<file path="src/rtl/can_bit_timer.sv">
module can_bit_timer #(
  parameter int BRP_W = 6,
  parameter int SEG_W = 3
) (
  input  logic             clk,
  input  logic             rst_n,
  input  logic [BRP_W-1:0] presc,
  input  logic [SEG_W-1:0] prop_len,
  input  logic [SEG_W-1:0] ph1_len,
  input  logic [SEG_W-1:0] ph2_len,
  input  logic             ph2_auto,
  input  logic             tri_en,
  input  logic             rx_in,
  output logic             tq_tick,
  output logic             bit_start,
  output logic             sample_stb,
  output logic             rx_bit,
  output logic             tx_update
);

  localparam int PC_W = BRP_W + 1;
  localparam int SQ_W = SEG_W + 1;
  localparam int Q_W  = SQ_W + 2;

  logic [BRP_W-1:0] brp_l;
  logic [SQ_W-1:0]  prop_q, ph1_q, ph2_q;
  logic             tri_l;
  logic [PC_W-1:0]  pcnt;
  logic [Q_W-1:0]   qcnt;
  logic             s_early, s_mid, rx_q;

  logic [PC_W-1:0]  pc_last, pc_half;
  logic [Q_W-1:0]   sp_idx, bit_last;
  logic [SQ_W-1:0]  ph1_in, ph2_in, ph2_base, ph2_new;
  logic             maj;

  assign pc_last  = {brp_l, 1'b1};
  assign pc_half  = {1'b0, brp_l};
  assign sp_idx   = Q_W'(prop_q) + Q_W'(ph1_q);
  assign bit_last = sp_idx + Q_W'(ph2_q);

  assign tq_tick    = (pcnt == pc_last);
  assign bit_start  = (pcnt == '0) && (qcnt == '0);
  assign sample_stb = tq_tick && (qcnt == sp_idx);
  assign tx_update  = tq_tick && (qcnt == bit_last);
  assign rx_bit     = rx_q;

  assign ph1_in   = SQ_W'(ph1_len) + SQ_W'(1);
  assign ph2_in   = SQ_W'(ph2_len) + SQ_W'(1);
  assign ph2_base = ph2_auto ? ph1_in : ph2_in;
  assign ph2_new  = (ph2_base < SQ_W'(2)) ? SQ_W'(2) : ph2_base;

  assign maj = (s_early & s_mid) | (s_early & rx_in) | (s_mid & rx_in);

  always_ff @(posedge clk) begin
    if (!rst_n) begin
      brp_l   <= '0;
      prop_q  <= SQ_W'(1);
      ph1_q   <= SQ_W'(1);
      ph2_q   <= SQ_W'(2);
      tri_l   <= 1'b0;
      pcnt    <= '0;
      qcnt    <= '0;
      s_early <= 1'b1;
      s_mid   <= 1'b1;
      rx_q    <= 1'b1;
    end else begin
      if (bit_start) begin
        brp_l  <= presc;
        prop_q <= SQ_W'(prop_len) + SQ_W'(1);
        ph1_q  <= ph1_in;
        ph2_q  <= ph2_new;
        tri_l  <= tri_en;
      end
      pcnt <= tq_tick ? '0 : pcnt + PC_W'(1);
      if (tq_tick)
        qcnt <= tx_update ? '0 : qcnt + Q_W'(1);
      if (tq_tick && (qcnt == sp_idx - Q_W'(1)))
        s_early <= rx_in;
      if ((qcnt == sp_idx) && (pcnt == pc_half))
        s_mid <= rx_in;
      if (sample_stb)
        rx_q <= tri_l ? maj : rx_in;
    end
  end

  logic [1:0] samp_cnt;
  always_ff @(posedge clk) begin
    if (!rst_n)          samp_cnt <= '0;
    else if (tx_update)  samp_cnt <= '0;
    else if (sample_stb) samp_cnt <= samp_cnt + 2'd1;
  end

  p_tick_pulse_r1: assert property (@(posedge clk) disable iff (!rst_n)
    tq_tick |=> !tq_tick);

  p_start_after_end_r2: assert property (@(posedge clk) disable iff (!rst_n)
    tx_update |=> bit_start);

  p_one_sample_r3: assert property (@(posedge clk) disable iff (!rst_n)
    tx_update |-> (samp_cnt == 2'd1));

  p_ph2_min_r4: assert property (@(posedge clk) disable iff (!rst_n)
    sample_stb |-> !tx_update);

  p_rx_hold_r6: assert property (@(posedge clk) disable iff (!rst_n)
    !sample_stb |=> $stable(rx_bit));

endmodule

</file>
<file path="config.mk">
export PLATFORM = sky130hd
export DESIGN_NAME = can_bit_timer
export DESIGN_NICKNAME = d
export VERILOG_FILES = /design/src/rtl/can_bit_timer.sv
export SDC_FILE = /design/constraint.sdc
export NUM_CORES = 1
export LEC_CHECK = 0
export BUFFER_PORTS_ARGS = -buffer_cell sky130_fd_sc_hd__buf_2
export CAP_MARGIN = 5
export CORE_UTILIZATION = 53
export CTS_CLUSTER_DIAMETER = 100
export DETAILED_ROUTE_END_ITERATION = 7
export PLACE_DENSITY = 0.8
export SLEW_MARGIN = 20
export SYNTH_ARGS = -nofsm -noshare
export SYNTH_HDL_FRONTEND = slang
export SYNTH_SLANG_ARGS = --single-unit
export TNS_END_PERCENT = 100
</file>
<file path="constraint.sdc">
create_clock -name clk -period 2.74 [get_ports clk]
set_clock_uncertainty 0.2 [all_clocks]
set_input_delay 0.548 -clock clk [delete_from_list [all_inputs] [get_ports clk]]
set_output_delay 0.548 -clock clk [all_outputs]
set_load 0.01 [all_outputs]
</file>
==> qor.yml, run 1 <==
worst_setup_path:
  cp.arrival_ns: 2.82
  cpLargestDelayFamily: "compound AO/OA/AOI/OAI gates"
  crit_fanout: 3
  cp.required_ns: 1.99
  rr_worst_depth: 11
  crit_chain: "ha_4, a21o_1, a21oi_2, xnor2_2, inv_2, ha_4, a21oi_2, nand2_1, xnor3_1, nand4b_1, nor3_2, buf_2"
  cp_slowest_cell: "dfxtp_4"
  crit_path_max_incr_delay_ns: 0.36
  crit_type: "reg2out"
  r2r-start: "prop_q[1]"
  rrSetupSlack_ns: -0.40
  startpoint_type: "flip-flop"
  endpoint_kind: "output pin"
  worstReg2RegEnd: "rx_bit"
  crit_buf_inv: 2
synth:
  synthFlopType: "dfxtp_1"
  synthTopCellsByCount: "nand2_1 (36), dfxtp_1 (35), xor2_1 (19), xnor2_1 (18), ha_1 (17)"
  synth_fp_nets: 311
  yosysUniqueCellTypes: 41
  ys_ff_latch: 35
  synth_area_leaders: "dfxtp_1 (30%), ha_1 (9.1%), xor2_1 (7.1%)"
  yosysWarnings: 0
  synth-async-reset-ratio_pct: 0
  syn_inst: 272
  netlist_area_um2: 2342
  yosysTopAreaCellShare_pct: 29.91
  yosys.cell_count.top_type: "nand2_1"
  synth_area_leader_cell: "dfxtp_1"
  syn_area_per_cell_um2: 8.611
  synth_edf_count: 0
  ys_seq_area_share_pct: 29.91
sta:
  setup_viol: 11
  period_share_pct: 130.3
  fmax_mhz: 280.0
  tightest_slew_ns: 0.4700
  rsz0062_at_grt: "true"
  slew-limit-headroom_pct: 68.67
  hold_viol_final: 0
  slew_violations: 0
  period_needed_ns: 3.571
  setup_ws_ns: -0.8311
  whs_ns: 0.2849
worst_hold_path:
  min_from: "tri_l"
  whs_endpoint: "tri_l"
  hold_path_depth: 2
  hold_path.class: "reg2reg"
die:
  dieArea_um2: 4690
  start_util_pct: 56.92
  dieWidth_um: 68.48
  fp.dieH_um: 68.48
  core_area_um2: 4115
  io_pins: 25
  fp-row-count: 23
placed_design:
  hpwl_mm: 3.899
  dpl-instance-area_um2: 2774
  placedCellCount: 361
  place_congestion: 0.8768
  port_buffers: 24
global_routing:
  antenna_found_initial: 0
  grt-ovfl-total: 0
  track_usage_pct: 27.46
  grt_pass1_vias: 1966
  grt_max_degree: 29
  grt_pass1_wl_mm: 9.204
status:
  status: "finished with violations"
  violations: "negative setup slack"
pwr:
  powerDensity_nw_per_um2: 679.1
  power.total_mw: 2.120
  p_leak_nw: 1.340
  ir_drop_v: 0.0004779
layout:
  syn_to_final_growth_pct: 33.28
  final_cells: 382
  fill_cells: 275
  multi_input_area_um2: 1748
  antenna_cells: 0
  design_area_um2: 3122
  regArea_um2: 708.2
  drive_above_1_share_pct: 34.34
  fin_nets: 370
cts:
  cts_buffers: 5
  clk_latency_ns: 0.29
  cts_sinks: 35
  cts_root_buffer: "clkbuf_8"
  cts_tree: "built"
  cts_buffer_depth: 2
  cts_max_level: 2
  cts_hold_repair.buffers: 0
  clk_pin_slew_worst_paths_ns: 0.07
routing:
  dr.pass1.iters: 4
  totalWireLength_mm: 6.037
  drt-initial-drc-count: 177
  vias: 2120
  drc: 0
  avgRoutedWirePerCell_um: 15.80
  ant_nets: 0
  via_per_inst: 5.550
flow_run:
  cap_violations: 0
[worst reg2reg max path, delay by kind of cell (launching register included)]
family / cells / cell delay, ns
DFF: 1 / 0.36
and+or+nand+nor: 3 / 0.98
muxes: 1 / 0.17
adders and majority gates: 1 / 0.44
buffers and inverters: 4 / 0.47
xor gates and xnor gates: 2 / 0.39
[cell families after synthesis]
family | share of synthesized area [%]
compound gates | 13.46
mux | 3.526
flops | 29.91
fa+ha+maj | 10.79
buf+inv | 4.380
simple gates | 21.47
xor+xnor | 16.45
[cells in the final DEF (no fill, tap or decap), types with 6 or more instances in the layout]
| cell type | synthesis | routed |
|---|---|---|
| buf_2 | 1 | 24 |
| a21boi_0 | 11 | 11 |
| mux2i_1 | 6 | 6 |
| ha_1 | 17 | 11 |
| nand3_1 | 9 | 8 |
| nand2_1 | 36 | 36 |
| inv_1 | 11 | 10 |
| xor2_1 | 19 | 19 |
| nand4_1 | 8 | 8 |
| dfxtp_1 | 35 | 31 |
| xnor2_1 | 18 | 15 |
| buf_4 | 0 | 37 |
| ha_4 | 0 | 6 |
| buf_6 | 0 | 7 |
| nor2_1 | 14 | 12 |
[worst max path at each step]
stage                         start         to  slack [ns]  cells past startpoint
after CTS                  ph1_q[0]  tx_update       -0.68                      8
after global routing      prop_q[1]  tx_update       -0.92                     12
final                     prop_q[1]  tx_update       -0.83                     12
after global placement     ph1_q[0]  tx_update       -0.37                      8
after floorplan            ph1_q[0]  tx_update       -0.27                      7
after detailed placement   ph1_q[0]  tx_update       -0.47                      8
[final cells by class]
class | instances | share of cell area (%)
clock buffer | 6 | 2.325
sequential | 35 | 22.69
multi-input combinational | 210 | 55.99
inverter | 11 | 1.323
timing repair buffer | 68 | 15.27
clock inverter | 2 | 0.4008
tap | 50 | 2.004
[registers in the layout (all words and copies together), names as in the netlist]
name / cells
ph2_q: 4
tri_l: 1
ph1_q: 4
prop_q: 4
rx_bit: 1
pcnt: 7
s_early: 1
qcnt: 6
brp_l: 6
s_mid: 1
[layer usage]
metal	wire length, µm	share of wire [%]	track usage (%)
met1	2793	46	35.56
met2	2836	47	45.10
met3	252	4.2	5.667
met4	154	2.6	8.854
met5	0	0	0
[repair_timing]
action,in CTS,in global routing
resized for setup,14,23
buffers inserted,18,8
setup endpoints to repair,11,11
pin swaps,10,13
[stage by stage]
step | setup TNS (ns) | worst slack, ns | util [%]
after floorplan | -0.8967 | -0.2717 | -
after global placement | -1.422 | -0.3737 | 67.41
after detailed placement | -1.927 | -0.4707 | 67.41
after CTS | -3.733 | -0.6839 | 73.49
after global routing | -4.704 | -0.9167 | 75.86
final | -3.756 | -0.8311 | 75.86
[power by group]
part | total (mW) | switching [mW] | leakage [nW] | internal [mW]
clock network | 0.371 | 0.193 | 0.0412 | 0.178
logic | 1.14 | 0.556 | 1.01 | 0.587
registers | 0.606 | 0.0494 | 0.286 | 0.556
Power figures use the tool's default switching activity.
==> run 2, diff against run 1 <==
Settings changed: REMOVE_ABC_BUFFERS set to 1.
==> qor.yml, run 2 (synthesis gave the netlist of run 1 again) <==
layout:
  syn_to_final_growth_pct: 30.66
  largest_registers: "pcnt x7, brp_l x6, qcnt x6"
  largest_reg_flops: 7  # unchanged
  drive_above_1_share_pct: 31.71  # -2.6 points
  regMostFlops: "pcnt"
  antenna_cells: 0  # unchanged
  final_cells: 378  # -1.0%
  final_common_cell: "nand2_1"
  layout_common_cells: "nand2_1 (36), buf_4 (32), dfxtp_1 (31), buf_2 (24), xor2_1 (18)"
  fin_nets: 366  # -1.1%
  fill_cells: 278  # +1.1%
cts:
  cts_sinks: 35  # unchanged
  cts_buffer_depth: 2  # unchanged
  cts_tree: "built"
  clk_latency_ns: 0.29  # about the same
  cts_max_level: 2  # unchanged
  cts_buffers: 5  # unchanged
  cts_hold_repair.buffers: 0  # unchanged
  clk_pin_slew_worst_paths_ns: 0.07  # about the same
  cts_root_buffer: "clkbuf_8"
flow_run:
  cap_violations: 0  # unchanged
die:
  dieArea_um2: 4690  # unchanged
  dieWidth_um: 68.48  # unchanged
  core_area_um2: 4115  # unchanged
  io_pins: 25  # unchanged
  fp.dieH_um: 68.48  # unchanged
  fp-row-count: 23  # unchanged
  start_util_pct: 56.92  # unchanged
worst_setup_path:
  critPathCapture: "tx_update"
  cp.arrival_ns: 2.65  # -0.17 ns
  crit_fanout: 2  # -1
  crit_buf_inv: 2  # unchanged
  endpoint_kind: "output pin"
  startpoint: "prop_q[1]"
  rrSetupSlack_ns: -0.27  # +0.13 ns
  crit_top_cell: "ha_4"
  cp.depth: 12  # unchanged
  cp_slowest_cell: "dfxtp_2"
  crit_chain: "ha_4, a21o_1, a21oi_4, xnor2_2, inv_2, ha_4, a21oi_1, nand2_1, xnor3_1, nand4b_1, nor3_2, buf_2"
  startpoint_type: "flip-flop"
  cp.required_ns: 1.99  # about the same
  crit_type: "reg2out"
  r2r-start: "prop_q[0]"
  worstReg2RegEnd: "s_early"
  rr_worst_depth: 14  # +3
  cpLargestDelayFamily: "compound AO/OA/AOI/OAI gates"
  crit_path_max_incr_delay_ns: 0.34  # -0.02 ns
routing:
  via_per_inst: 5.603  # +0.96%
  drt-initial-drc-count: 90  # -49%
  avgRoutedWirePerCell_um: 15.28  # -3.3%
  drc: 0  # unchanged
  vias: 2118  # -0.094%
  totalWireLength_mm: 5.777  # -4.3%
  dr.pass1.iters: 4  # unchanged
  ant_nets: 0  # unchanged
global_routing:
  track_usage_pct: 27.85  # +0.39 points
  grt_pass1_vias: 1986  # +1.0%
  grt_pass1_wl_mm: 9.515  # +3.4%
  grt-ovfl-total: 0  # unchanged
  grt_max_degree: 29  # unchanged
  antenna_found_initial: 0  # unchanged
placed_design:
  post-place-ws_ns: -0.5550  # -0.08438 ns
  place_congestion: 0.9548  # +8.9%
  hpwl_mm: 3.919  # +0.53%
  placedCellCount: 362  # +0.28%
  port_buffers: 24  # unchanged
pwr:
  powerDensity_nw_per_um2: 659.1  # -2.9%
  p_leak_nw: 1.308  # -2.4%
  ir_drop_v: 0.0004496  # -5.9%
sta:
  period_needed_ns: 3.400  # -0.1708 ns
  slew-limit-headroom_pct: 69.85  # +1.2 points
  tns_ns: -2.820  # +0.9368 ns
  hold_viol_final: 0  # unchanged
  setup_viol: 10  # -1
  tightest_slew_ns: 0.4522  # -0.01777 ns
  rsz0062_at_grt: "true"
  setup_ws_ns: -0.6603  # +0.1708 ns
  slew_violations: 0  # unchanged
  period_share_pct: 124.1  # -6.2 points
  whs_ns: 0.2823  # -0.002582 ns
  fmax_mhz: 294.1  # +5.0%
status:
  violations: "negative setup slack"
  status: "finished with violations"
worst_hold_path:
  hold_path.class: "reg2reg"
==> run 2: what timing repair did <==
action                                  in CTS  in global routing
pin swaps                                   15                 13
resized for setup                           26                 20
endpoints found under the setup margin      11                 11
buffers inserted                            14                  8
==> run 2: metal layers <==
metal	up-vias	track usage, %	share of wire, %
li1	1056	-	-
met3	9	5.500	4.0
met5	-	0	0
met1	1004	35.49	46
met2	49	46.32	49
met4	0	9.635	1.4
==> run 2: where the power goes <==
group	switching [mW]	internal [mW]	leakage, nW
clock	0.179	0.178	0.0422
combinational	0.519	0.534	0.979
sequential	0.0508	0.556	0.286
total	0.749	1.27	1.31
==> run 2: how the worst min path moves through the flow <==
stage,start,end,slack [ns],depth (start not counted)
floorplan,s_mid,s_mid,0.24,2
global placement,rx_bit,rx_bit,0.26,2
detailed placement,rx_bit,rx_bit,0.26,2
CTS,rx_bit,rx_bit,0.28,2
global route,rx_bit,rx_bit,0.30,2
finish,rx_bit,rx_bit,0.28,2
==> run 2: worst register-to-register path, stage by stage, from the launching register on <==
cell       delay, ns
dfxtp_2         0.34
ha_4            0.17
fa_2            0.60
buf_4           0.14
buf_6           0.10
inv_1           0.04
ha_1            0.19
buf_4           0.15
nand2_1         0.08
a211oi_2        0.05
or3_1           0.36
a21oi_2         0.16
a2111oi_2       0.05
buf_4           0.16
mux2i_1         0.11
==> run 2: layout make-up <==
class	count	area [µm²]	area share (%)
well taps	50	62.56	2.044
clock inverters	1	5.005	0.1635
clock buffers	7	76.32	2.494
multi-input cells	210	1719	56.17
flip-flops and latches	35	705.7	23.06
inverters	11	41.29	1.349
repair buffers	64	450.4	14.72
==> run 2: per-stage QoR <==
step | utilization (%) | instance area, µm² | total power [mW]
after floorplan | - | 2281 | 1.168
after global placement | 65.70 | 2704 | 1.412
after detailed placement | 65.70 | 2704 | 1.437
after CTS | 72.06 | 2965 | 1.911
after global routing | 74.37 | 3060 | 2.139
final | 74.37 | 3060 | 2.017
